$ cat src/rtl/pulse_fault_injector.sv
module pulse_fault_injector #(
  parameter int N  = 8,
  parameter int CW = 16
) (
  input  logic         clk,
  input  logic         rst_n,
  input  logic         enable,
  input  logic         cfg_we,
  input  logic [1:0]   cfg_addr,
  input  logic [31:0]  cfg_wdata,
  input  logic [N-1:0] line_in,
  output logic [N-1:0] line_out,
  output logic         pulse_active
);

  logic [CW-1:0] sh_width, sh_period, act_width, act_period, cnt;
  logic [N-1:0]  sh_mask, act_mask;
  logic [1:0]    sh_mode, act_mode;
  logic          sh_prob;
  logic [15:0]   sh_thr;
  logic [15:0]   lfsr;
  logic          fire;

  wire wrap   = enable && ({1'b0, cnt} + 1'b1 >= {1'b0, act_period});
  wire reload = !enable || wrap;
  wire roll   = !sh_prob || (lfsr <= sh_thr);

  always_ff @(posedge clk or negedge rst_n) begin
    if (!rst_n) begin
      sh_width  <= '0;
      sh_period <= '0;
      sh_mask   <= '0;
      sh_mode   <= '0;
      sh_prob   <= 1'b0;
      sh_thr    <= '0;
    end else if (cfg_we) begin
      case (cfg_addr)
        2'd0: sh_width  <= cfg_wdata[CW-1:0];
        2'd1: sh_period <= cfg_wdata[CW-1:0];
        2'd2: sh_mask   <= cfg_wdata[N-1:0];
        default: begin
          sh_mode <= cfg_wdata[1:0];
          sh_prob <= cfg_wdata[2];
          sh_thr  <= cfg_wdata[31:16];
        end
      endcase
    end
  end

  always_ff @(posedge clk or negedge rst_n) begin
    if (!rst_n) begin
      act_width  <= '0;
      act_period <= '0;
      act_mask   <= '0;
      act_mode   <= '0;
      fire       <= 1'b1;
    end else if (reload) begin
      act_width  <= sh_width;
      act_period <= sh_period;
      act_mask   <= sh_mask;
      act_mode   <= sh_mode;
      fire       <= roll;
    end
  end

  always_ff @(posedge clk or negedge rst_n) begin
    if (!rst_n)      cnt <= '0;
    else if (reload) cnt <= '0;
    else             cnt <= cnt + 1'b1;
  end

  always_ff @(posedge clk or negedge rst_n) begin
    if (!rst_n) lfsr <= 16'hACE1;
    else        lfsr <= {lfsr[14:0], lfsr[15] ^ lfsr[13] ^ lfsr[12] ^ lfsr[10]};
  end

  assign pulse_active = enable && fire && (cnt < act_width);

  logic [N-1:0] faulted;
  always_comb begin
    case (act_mode)
      2'd1:    faulted = '0;
      2'd2:    faulted = '1;
      default: faulted = ~line_in;
    endcase
  end

  for (genvar i = 0; i < N; i++) begin : g_mux
    assign line_out[i] = (pulse_active && act_mask[i]) ? faulted[i] : line_in[i];
  end

endmodule


$ cat config.mk
export PLATFORM = sky130hd
export DESIGN_NAME = pulse_fault_injector
export DESIGN_NICKNAME = d
export VERILOG_FILES = /design/src/rtl/pulse_fault_injector.sv
export SDC_FILE = /design/constraint.sdc
export NUM_CORES = 1
export LEC_CHECK = 0
export ABC_AREA = 1
export BUFFER_PORTS_ARGS = -buffer_cell sky130_fd_sc_hd__buf_2
export CAP_MARGIN = 5
export CORE_MARGIN = 8
export CORE_UTILIZATION = 45
export CTS_BUF_LIST = sky130_fd_sc_hd__clkbuf_4 sky130_fd_sc_hd__clkbuf_8
export CTS_CLUSTER_DIAMETER = 30
export CTS_CLUSTER_SIZE = 16
export DETAILED_ROUTE_END_ITERATION = 6
export HOLD_SLACK_MARGIN = 0.05
export PLACE_DENSITY = 0.61
export SLEW_MARGIN = 20
export SYNTH_ARGS = -nofsm -noshare
export SYNTH_HDL_FRONTEND = slang
export SYNTH_SLANG_ARGS = --single-unit
$ cat constraint.sdc
create_clock -name clk -period 3.26 [get_ports clk]
set_input_delay 0.652 -clock clk [delete_from_list [all_inputs] [get_ports clk]]
set_output_delay 0.652 -clock clk [all_outputs]
set_load 0.1 [all_outputs]
# Yosys cells after proc, flatten, opt, wreduce, memory -nomap -nowiden
# Index checks and enable logic that the tools add are counted.
# word_totals
in_bits	46
rom_bits	0
latchBits	0
ram_bits	0
out_inout_bits	9
reg_bits	134
word_cells	58
n_memories	0
# op_classes
n_mul	0
n_reduce_logical	21
div	0
add_sub_neg	2
n_bitwise	5
order_cmp	3
n_mux	10
shifts	0
n_eq_ne	4
# op_table
cell	count
$add 16x1->17 const B	1
$ge 17x16->1	1
$add 16x1->16 const B	1
$le 16x16->1	1
$lt 16x16->1	1
$mux 16	1
$pmux 8 s2	1
$logic_and 1x1->1	11
$mux 1	8
$not 8->8	1
$reduce_and 2->1	4
$eq 2x1->1 const B	2
$eq 2x2->1 const B	2
$reduce_or 3->1	1
$xor 1x1->1	3
$logic_not 1->1	2
$logic_not 2->1	1
$logic_or 1x1->1	2
$not 1->1	1

# Logic depth before layout (Yosys ltp)
# depth
depth_word	5
mapped_depth	20
mapped_depth_nobuf	19

# Worst setup path after synthesis
# OpenSTA, ideal clock, no wires.
# synth_timing
path_kind	register to output
start	register cnt[5]
end	output port pulse_active
required_time_ps	2608
path_buffers	0
path_stages_with_launch	9
path_slack_ps	-191
t_arrival_ps	2799
cell_sequence	dfrtp_1 ha_1 a21oi_1 nor2_1 nor3_1 nand2_1 a21oi_1 inv_1 nor2_1
# synth_between
elab_chain_len	2
# synth_rtl
item	line_no	text
start: declaration	16	logic [CW-1:0] sh_width, sh_period, act_width, act_period, cnt;
start signal: assignment	69	else cnt <= cnt + 1'b1;
$lt 16x16->1	77	assign pulse_active = enable && fire && (cnt < act_width);
$logic_and 1x1->1	77	
end: declaration	13	output logic pulse_active
# Every way passes these cells.

# Worst setup path after layout
# layout_timing
start	register cnt[5]
end	output port line_out[0]
# layout_between
elab_chain_len	4
# layout_rtl
item	line_no	text
$lt 16x16->1	77	
$logic_and 1x1->1	77	
$logic_and 1x1->1	89	assign line_out[i] = (pulse_active && act_mask[i]) ? faulted[i] : line_in[i];
$mux 1	89	
end: declaration	12	output logic [N-1:0] line_out,
# Every way passes these cells.

==> metrics.md <==
| Metric | Value |
|---|---|
| Die Ht | 139 um |
| Horiz. Die Dim | 139 um |
| Tot GR Track Use | 16.5% |
| Yosys cell types | 36 |
| Sink Count | 134 |
| Worst IR Drop VDD | 0.000260 V |
| Net count after synthesis | 875 |
| Starting Density | 45.3% |
| Antenna-violating nets left | 0 |
| CP arrival | 2.43 ns |
| Fin nets | 929 |
| Max-Cap Viols | 0 |
| Outcome | finished, final reports clean |
| Post-synth top area cell | dfrtp_1 |
| Syn avg cell area | 8.67 um2 |
| Most frequent cell after synthesis | nand2_1 |
| Clk network pwr share | 30.2% |
| Initial antenna violation count | 0 |
| Setup Skew | 0.0107 ns |
| Post-synthesis sequential area ratio | 49.8% |
| Post-Syn Instances | 780 |
| Sequential power share | 43.8% |
| NetSw | 1.66 mW |
| CP cell instances | ha_1, a21oi_1, nor2_1, nor3_1, nand2_1, a21oi_4, nand4_1, nand2_1, buf_12 |
| Core area | 0.0149 mm2 |
| Iter 0 DRT Violations | 365 |
| Mapped cell area | 0.00676 mm2 |
| # setup viols final | 0 |
| Antenna diode instance count | 0 |
| Finished Cell Area | 0.00778 mm2 |
| PD cells | 626 mW/mm2 |
| Post-CTS sizing | 3 |
| Combinational share of power | 26.0% |
| Synth cell count leaders | nand2_1, dfrtp_1, inv_1 |
| Clock Path Buffers | 2 |
| Clock transition at path regs | 0.07 ns |
| Async set or reset register ratio after synthesis | 100% |
| Root Buffer | clkbuf_8 |
| Setup TNS | 0 ns |
| Number of buffers and inverters on the critical path | 1 |
| Crit start category | flip-flop |
| Multi-input gate area | 0.00290 mm2 |
| Clk_lat worst skew | 0.45 ns |
| Worst Tran Pin Value | 0.965 ns |
| Worst min-delay path class | input port to async pin |
| Relative slew slack | 35.5% |
| Final Cycle Share | 94.6% |
| Internal power | 3.21 mW |
| Ys flop type | dfrtp_1 |
| Final Hold Vio Count | 0 |
| # IOs | 55 |
| Final wirelength | 15200 um |
| Final slew viol count | 0 |
| Placed inst area | 0.00730 mm2 |
| Vias in the first global route | 5337 |
| CP top delay family | simple AND/OR/NAND/NOR gates |
| Final min period | 3.08 ns |
| Yosys warning count | 0 |
| Largest net degree at the start of global routing | 59 |
| Leakage | 4.20 nW |
| Sequential cell area | 0.00336 mm2 |
| Largest fanout on the critical path | 9 |
| Num CTS Buffers | 17 |
| Hold_buf cts | 0 |
| #FFs+latches synth | 134 |
| Area grow syn2layout | 15.0% |
| Via density | 5.04 |
| CTS tree | yes |
| Global route overflow | 0 |
| Max Clk Rate | 0.324 GHz |
| Slowest-stage cell, CP | dfrtp_1 |
| Global-route wire length before repair | 26100 um |
| Row cnt | 45 |
| Layout cells sized above 1 | 15.7% |
| Routed via count | 5215 |
| Drt drc | 0 |
| DP HPWL | 11100 um |
| Largest cells by area after synthesis | dfrtp_1, nand2_1, ha_1, inv_1, o21ai_0 |
| Post-CTS setup buffer count | 0 |
| First-pass iteration count of the detailed router | 4 |
| Worst Path Required | 2.61 ns |
| RePlAce Congestion | 0.795 |
| PortBufs | 54 |
| Fill count | 1376 |
| Path type of the worst setup path | flip-flop to primary output |
| DIE AREA | 0.0192 mm2 |
| Net Sw Frac | 34.0% |
| Yosys top cell area share | 46.3% |
| H-tree depth | 4 |
| CP Capture Type | primary output |
| Crit path top cell by count | nand2_1 |
| EDFF count, synth | 0 |
| Wirelength per Cell | 14.7 um |
| CP peak stage delay | 0.45 ns |
[state kept, by name, indices dropped and copies added, names as in the netlist]
register	cells
act_mask	8
act_mode	2
act_period	16
act_width	16
cnt	16
fire	1
lfsr	16
sh_mask	8
sh_mode	2
sh_period	16
sh_prob	1
sh_thr	16
sh_width	16
[logic make-up (layout without fill, tap and decap cells)]
| kind of cell | Yosys count | count (layout) | share of synthesized area [%] |
|---|---|---|---|
| flops | 134 | 134 | 49.8 |
| fa+ha+maj | 49 | 49 | 9.07 |
| buf+inv | 127 | 194 | 8.01 |
| mux | 1 | 1 | 0.167 |
| compound gates | 110 | 110 | 9.18 |
| simple gates | 345 | 345 | 22.0 |
| xor+xnor | 14 | 14 | 1.81 |
[path summary, 6_finish.rpt]
kind | startpoint | endpoint | slack, ns | cells past startpoint
max in group asynchronous | rst_n | act_mask[4] | 2.23 | 2
worst max register to register | cnt[0] | act_width[15] | 0.30 | 17
worst min-delay path | rst_n | lfsr[9] | 0.23 | 1
worst max-delay path | cnt[5] | line_out[0] | 0.18 | 9
min in group clk | lfsr[6] | lfsr[7] | 0.37 | 0
worst min register to register | lfsr[6] | lfsr[7] | 0.37 | 0
[cell usage in the layout, fill, tap and decap left out, types with 4 or more instances in the layout]
master	instances
xnor2_1	5
inv_1	99
nand3_1	51
nor2_2	4
a21oi_2	10
a21oi_1	33
nand2_1	220
o21ai_0	56
nand4_1	21
clkbuf_8	19
ha_1	49
nor2_1	34
dfrtp_1	125
a21boi_0	5
buf_2	44
xor2_1	8
dfstp_2	9
buf_4	7
buf_12	9
[metrics by stage]
step	power [mW]	hold slack [ns]	std cells	worst slack (ns)	utilization (%)
finish	4.87	0.233	1035	0.177	52.1
global route	5.21	0.240	1035	-0.0277	52.1
CTS	4.89	0.230	1035	0.0495	51.8
detailed placement	3.40	0.364	1003	0.261	48.9
global placement	3.35	0.359	1003	0.276	48.9
floorplan	3.02	0.356	780	0.250	-
[layer usage]
| metal | share of wire (%) | vias to the layer above | track usage [%] | wire, um |
|---|---|---|---|---|
| li1 | - | 2613 | - | - |
| met3 | 4.8 | 12 | 5.10 | 725 |
| met5 | 0 | - | 0 | 0 |
| met4 | 0.97 | 0 | 5.89 | 148 |
| met1 | 49 | 2487 | 21.6 | 7390 |
| met2 | 46 | 103 | 25.1 | 6940 |
[layout make-up]
type	instances	share of cell area, %
repair buffers	62	6.11
well taps	188	3.02
clock inverters	11	1.91
flip-flops and latches	134	43.3
multi-input cells	519	37.3
inverters	100	4.83
clock buffers	21	3.56
[power groups by stage]
stage	registers, mW	clock network [mW]	logic, mW
final	2.13	1.47	1.27
after global routing	2.17	1.58	1.45
after CTS	2.13	1.50	1.26
after detailed placement	2.16	0	1.24
after global placement	2.15	0	1.20
after floorplan	2.11	0	0.918
Note: power is estimated with default switching activity, not from simulation.
